**config.mk**
```make
export PLATFORM = sky130hd
export DESIGN_NAME = srl_chain
export DESIGN_NICKNAME = d
export VERILOG_FILES = /design/src/rtl/srl_pkg.sv /design/src/rtl/srl_segment.sv /design/src/rtl/srl_strobe.sv /design/src/rtl/srl_feed.sv /design/src/rtl/srl_chain.sv
export SDC_FILE = /design/constraint.sdc
export NUM_CORES = 1
export LEC_CHECK = 0
export ABC_CLOCK_PERIOD_IN_PS = 3600
export CORE_UTILIZATION = 45
export CTS_BUF_LIST = sky130_fd_sc_hd__clkbuf_16
export CTS_CLUSTER_SIZE = 30
export DETAILED_ROUTE_END_ITERATION = 8
export PLACE_DENSITY_LB_ADDON = 0.3
export SLEW_MARGIN = 20
export SYNTH_ARGS = -nofsm -noshare
export SYNTH_HDL_FRONTEND = slang
export SYNTH_HIERARCHICAL = 1
export SYNTH_SLANG_ARGS = --single-unit
```
**constraint.sdc**
```tcl
create_clock -name clk_i -period 3.6 [get_ports clk_i]
set_input_delay 0.36 -clock clk_i [delete_from_list [all_inputs] [get_ports clk_i]]
set_output_delay 0.36 -clock clk_i [all_outputs]
set_load 0.05 [all_outputs]
```
**src/rtl/srl_pkg.sv**
```systemverilog
package srl_pkg;
  typedef enum logic {
    CASC_SHARED = 1'b0,
    CASC_RIPPLE = 1'b1
  } casc_e;
endpackage

```
**src/rtl/srl_segment.sv**
```systemverilog
module srl_segment #(
  parameter int unsigned LEN = 64
) (
  input  logic clk_i,
  input  logic rst_ni,
  input  logic shift_i,
  input  logic sel_i,
  input  logic a_i,
  input  logic b_i,
  output logic q_o,
  output logic co_o
);
  logic [LEN-1:0] st_q;
  logic           din;
  logic           co_q;

  assign din = sel_i ? b_i : a_i;

  generate
    if (LEN > 1) begin : g_multi
      always_ff @(posedge clk_i or negedge rst_ni) begin
        if (!rst_ni)      st_q <= '0;
        else if (shift_i) st_q <= {st_q[LEN-2:0], din};
      end
      p_move_r1: assert property (@(posedge clk_i) disable iff (!rst_ni)
        shift_i |=> st_q[LEN-1:1] == $past(st_q[LEN-2:0]));
    end else begin : g_single
      always_ff @(posedge clk_i or negedge rst_ni) begin
        if (!rst_ni)      st_q <= '0;
        else if (shift_i) st_q <= din;
      end
    end
  endgenerate

  // registered strobe handed to the left neighbour
  always_ff @(posedge clk_i or negedge rst_ni) begin
    if (!rst_ni) co_q <= 1'b0;
    else         co_q <= shift_i;
  end

  assign q_o  = st_q[LEN-1];
  assign co_o = co_q;

  p_sel_a_r2: assert property (@(posedge clk_i) disable iff (!rst_ni)
    shift_i && !sel_i |=> st_q[0] == $past(a_i));
  p_sel_b_r2: assert property (@(posedge clk_i) disable iff (!rst_ni)
    shift_i && sel_i |=> st_q[0] == $past(b_i));
  p_hold_r3: assert property (@(posedge clk_i) disable iff (!rst_ni)
    !shift_i |=> $stable(st_q));
  p_co_hi_r5: assert property (@(posedge clk_i) disable iff (!rst_ni)
    shift_i |=> co_o);
  p_co_lo_r5: assert property (@(posedge clk_i) disable iff (!rst_ni)
    !shift_i |=> !co_o);
endmodule

```
**src/rtl/srl_strobe.sv**
```systemverilog
module srl_strobe #(
  parameter int unsigned   N_SEG = 2,
  parameter srl_pkg::casc_e CASC = srl_pkg::CASC_RIPPLE
) (
  input  logic             clk_i,
  input  logic             rst_ni,
  input  logic             shift_i,
  input  logic [N_SEG-1:0] co_i,
  output logic [N_SEG-1:0] stb_o,
  output logic             busy_o
);
  localparam int unsigned LAST = N_SEG - 1;

  generate
    if (CASC == srl_pkg::CASC_RIPPLE && N_SEG > 1) begin : g_ripple
      assign busy_o      = |co_i[LAST:1];
      assign stb_o[LAST] = shift_i & ~busy_o;
      for (genvar i = 0; i < LAST; i++) begin : g_link
        assign stb_o[i] = co_i[i+1];
        p_step_r6: assert property (@(posedge clk_i) disable iff (!rst_ni)
          stb_o[i+1] |=> stb_o[i]);
      end
      p_one_seg_r6: assert property (@(posedge clk_i) disable iff (!rst_ni)
        $onehot0(stb_o));
      p_busy_r7: assert property (@(posedge clk_i) disable iff (!rst_ni)
        stb_o[LAST] |=> busy_o);
      p_wave_done_r7: assert property (@(posedge clk_i) disable iff (!rst_ni)
        co_i[0] |-> !busy_o);
    end else begin : g_shared
      assign busy_o = 1'b0;
      assign stb_o  = {N_SEG{shift_i}};
      p_shared_co_r11: assert property (@(posedge clk_i) disable iff (!rst_ni)
        shift_i |=> &co_i);
    end
  endgenerate
endmodule

```
**src/rtl/srl_feed.sv**
```systemverilog
module srl_feed #(
  parameter int unsigned   N_SEG = 2,
  parameter srl_pkg::casc_e CASC = srl_pkg::CASC_RIPPLE
) (
  input  logic clk_i,
  input  logic rst_ni,
  input  logic cap_i,
  input  logic data_i,
  input  logic recirc_i,
  input  logic last_i,
  output logic sel_o,
  output logic a_o,
  output logic b_o
);
  generate
    if (CASC == srl_pkg::CASC_RIPPLE && N_SEG > 1) begin : g_hold
      logic data_q, mode_q, fb_q;
      always_ff @(posedge clk_i or negedge rst_ni) begin
        if (!rst_ni) begin
          data_q <= 1'b0;
          mode_q <= 1'b0;
          fb_q   <= 1'b0;
        end else if (cap_i) begin
          data_q <= data_i;
          mode_q <= recirc_i;
          fb_q   <= last_i;
        end
      end
      assign sel_o = mode_q;
      assign a_o   = data_q;
      assign b_o   = fb_q;

      p_cap_fb_r8: assert property (@(posedge clk_i) disable iff (!rst_ni)
        cap_i |=> fb_q == $past(last_i));
      p_cap_keep_r8: assert property (@(posedge clk_i) disable iff (!rst_ni)
        !cap_i |=> $stable({data_q, mode_q, fb_q}));
    end else begin : g_direct
      assign sel_o = recirc_i;
      assign a_o   = data_i;
      assign b_o   = last_i;
      p_direct_r9: assert property (@(posedge clk_i) disable iff (!rst_ni)
        cap_i |-> ##0 (recirc_i ? (b_o == last_i) : (a_o == data_i)));
    end
  endgenerate
endmodule

```
**src/rtl/srl_chain.sv**
```systemverilog
module srl_chain #(
  parameter int unsigned    N_SEG   = 2,
  parameter int unsigned    SEG_LEN = 64,
  parameter srl_pkg::casc_e CASC    = srl_pkg::CASC_RIPPLE
) (
  input  logic clk_i,
  input  logic rst_ni,
  input  logic shift_i,
  input  logic data_i,
  input  logic recirc_i,
  output logic q_o,
  output logic q_n_o,
  output logic busy_o
);
  localparam int unsigned LAST = N_SEG - 1;

  logic [N_SEG-1:0] seg_q;
  logic [N_SEG-1:0] seg_co;
  logic [N_SEG-1:0] stb;
  logic             f_sel, f_a, f_b;

  srl_strobe #(.N_SEG(N_SEG), .CASC(CASC)) i_strobe (
    .clk_i  (clk_i),
    .rst_ni (rst_ni),
    .shift_i(shift_i),
    .co_i   (seg_co),
    .stb_o  (stb),
    .busy_o (busy_o)
  );

  srl_feed #(.N_SEG(N_SEG), .CASC(CASC)) i_feed (
    .clk_i   (clk_i),
    .rst_ni  (rst_ni),
    .cap_i   (stb[LAST]),
    .data_i  (data_i),
    .recirc_i(recirc_i),
    .last_i  (seg_q[LAST]),
    .sel_o   (f_sel),
    .a_o     (f_a),
    .b_o     (f_b)
  );

  for (genvar i = 0; i < N_SEG; i++) begin : g_seg
    logic s_sel, s_a, s_b;
    if (i == 0) begin : g_head
      assign s_sel = f_sel;
      assign s_a   = f_a;
      assign s_b   = f_b;
    end else begin : g_body
      assign s_sel = 1'b0;
      assign s_a   = seg_q[i-1];
      assign s_b   = 1'b0;
    end
    srl_segment #(.LEN(SEG_LEN)) i_seg (
      .clk_i  (clk_i),
      .rst_ni (rst_ni),
      .shift_i(stb[i]),
      .sel_i  (s_sel),
      .a_i    (s_a),
      .b_i    (s_b),
      .q_o    (seg_q[i]),
      .co_o   (seg_co[i])
    );
  end

  assign q_o   = seg_q[LAST];
  assign q_n_o = ~seg_q[LAST];

  p_idle_out_r3: assert property (@(posedge clk_i) disable iff (!rst_ni)
    !stb[LAST] |=> $stable(q_o));
  p_cmp_r4: assert property (@(posedge clk_i) disable iff (!rst_ni)
    q_n_o != q_o);
endmodule

```
==> reports/qor.txt <==
GRT Resource Usage Total: 12.4%
I/O Pins: 8
DIE AREA: 12300 um^2
F_max: 453 MHz
Worst Max-Slew Pin Slew: 0.859 ns
Largest net degree at the start of global routing: 133
Worst setup path startpoint: g_seg[1].i_seg/co_o$_DFF_PN0_
H-tree depth: 4
Final design utilization: 53.3%
Iteration-0 DRC Markers: 92
Initial Util: 46.5%
Core footprint: 11500 um^2
Die H: 111 um
Total negative setup slack: 0 ns
Outcome: finished, final reports clean
Routability Congestion: 0.595
CP arrival: 1.85 ns
Hold_buf cts: 0
Crit-path cells: clkdlybuf4s50_1
# diodes: 0
Crit path to: busy_o
RSZ-0062 raised after global routing: false
CP Buf/Inv Count: 1
Worst relative slew slack: 42.7%
First-pass GRT wire length: 11.9 mm
CTS tree: yes
Critical path type: reg -> out
CP endpoint kind: primary output
Tcrit/Tclk final: 61.3%
Reg2reg path depth: 2
Dpl ws: 1.67 ns
Post-CTS resize count: 0
Critical Path Fanout Max: 13
Max stage delay on crit path: 0.87 ns
Critical path's top delay family: buffers and inverters
ANT nets after route: 0
CTS buffer count: 17
# setup viols final: 0
Min cycle time layout: 2.21 ns
Maxcap violations: 0
Slowest CP cell: clkdlybuf4s50_1
Min-Delay Path Class: in -> async
Flop2flop setup slack: 1.74 ns
Critical path depth in cells: 1
CTS root buffer: clkbuf_16
P_leak: 3.00 nW
Via/cell ratio: 4.89
Synth-to-Final Area Change: 14.6%
Final WL: 6.61 mm
Syn Area/Cell: 18.7 um^2
Reg2Reg Launch Point: g_seg[1].i_seg/co_o$_DFF_PN0_
Commonest non-fill, non-tap cell in the layout: dfrtp_1
IO Port Bufs: 7
Antenna violations before repair: 0
Reg-to-reg endpoint: g_seg[0].i_seg/st_q[62]$_DFFE_PN0P_
Yosys warns: 6
CTS max path bufs: 2
Max Slew Vio Count: 0
GRT overflow: 0
Site row count: 39
Total number of vias: 2232
FILL cells: 874
Max Clock Skew: 0.00582 ns
Mapped cell area: 5340 um^2
Finished Layout Cells: 456
Post-synthesis cell count: 286
# Post-CTS Setup Buffers: 0
Hold Vio Cnt, Final: 0
Crit path required time: 3.24 ns
Worst IR Drop VDD: 0.396 mV
Startpoint types: flop
DR DRC count: 0
1st-pass router iterations: 4
Nets: 305
Num Clock Sinks: 132
Vias in the first global route: 2445
Clk_lat worst skew: 0.41 ns
Final worst slack: 1.39 ns
Most frequent cells in the layout: dfrtp_1 (131), mux2_4 (96), mux2_2 (33)
CTS clk-pin slew, worst paths: 0.06 ns
PwrDens: 664 nW/um^2
Die width: 111 um
Placed cells: 424
Drt wl/cell: 14.5 um
Share of cells above drive strength 1: 52.4%
Hpwl dp: 3.31 mm
-- flip-flops by register name, summed over array words and instances, names as in the netlist --
signal / flops
g_seg.i_seg/st_q: 128
i_feed/sel_o: 1
i_feed/b_o: 1
g_seg.i_seg/co_o: 1
i_feed/a_o: 1
-- metrics by stage --
stage / cell area [um^2] / power, mW / hold slack (ns)
3_5_place_dp: 5480 / 2.26 / 0.491
3_3_place_gp: 5480 / 2.24 / 0.485
5_1_grt: 6120 / 4.25 / 0.121
4_1_cts: 6120 / 4.12 / 0.0968
2_1_floorplan: 5340 / 2.17 / 0.0644
6_report: 6120 / 4.06 / 0.0380
-- area by class of cell --
cell class / instances / area, um^2 / area share, %
flip-flops and latches: 132 / 3310 / 54.1
multi-input cells: 138 / 1870 / 30.6
clock buffers: 17 / 425 / 6.96
clock inverters: 15 / 214 / 3.50
well taps: 143 / 179 / 2.93
repair buffers: 10 / 115 / 1.88
inverters: 1 / 3.75 / 0.0614
-- worst min path at each step --
stage	from	cells past startpoint	end
floorplan	rst_ni	0	g_seg[0].i_seg/st_q[0]$_DFFE_PN0P_
global placement	g_seg[1].i_seg/st_q[9]$_DFFE_PN0P_	1	g_seg[1].i_seg/st_q[9]$_DFFE_PN0P_
detailed placement	g_seg[1].i_seg/st_q[1]$_DFFE_PN0P_	1	g_seg[1].i_seg/st_q[2]$_DFFE_PN0P_
CTS	rst_ni	2	g_seg[1].i_seg/st_q[25]$_DFFE_PN0P_
global route	rst_ni	2	g_seg[1].i_seg/st_q[26]$_DFFE_PN0P_
finish	rst_ni	2	g_seg[1].i_seg/st_q[26]$_DFFE_PN0P_
-- routing by layer --
metal	global-route usage, %	share of wire [%]
met5	0	0
met4	6.13	1.8
met3	4.92	3.4
met2	17.9	44
met1	16.4	50
-- power by group --
part	switching [mW]	leakage, nW	total (mW)	internal [mW]
Clock	0.615	0.301	1.84	1.22
Combinational	0.130	0.926	0.399	0.269
Sequential	0.118	1.77	1.83	1.71
Power figures use the tool's default switching activity.
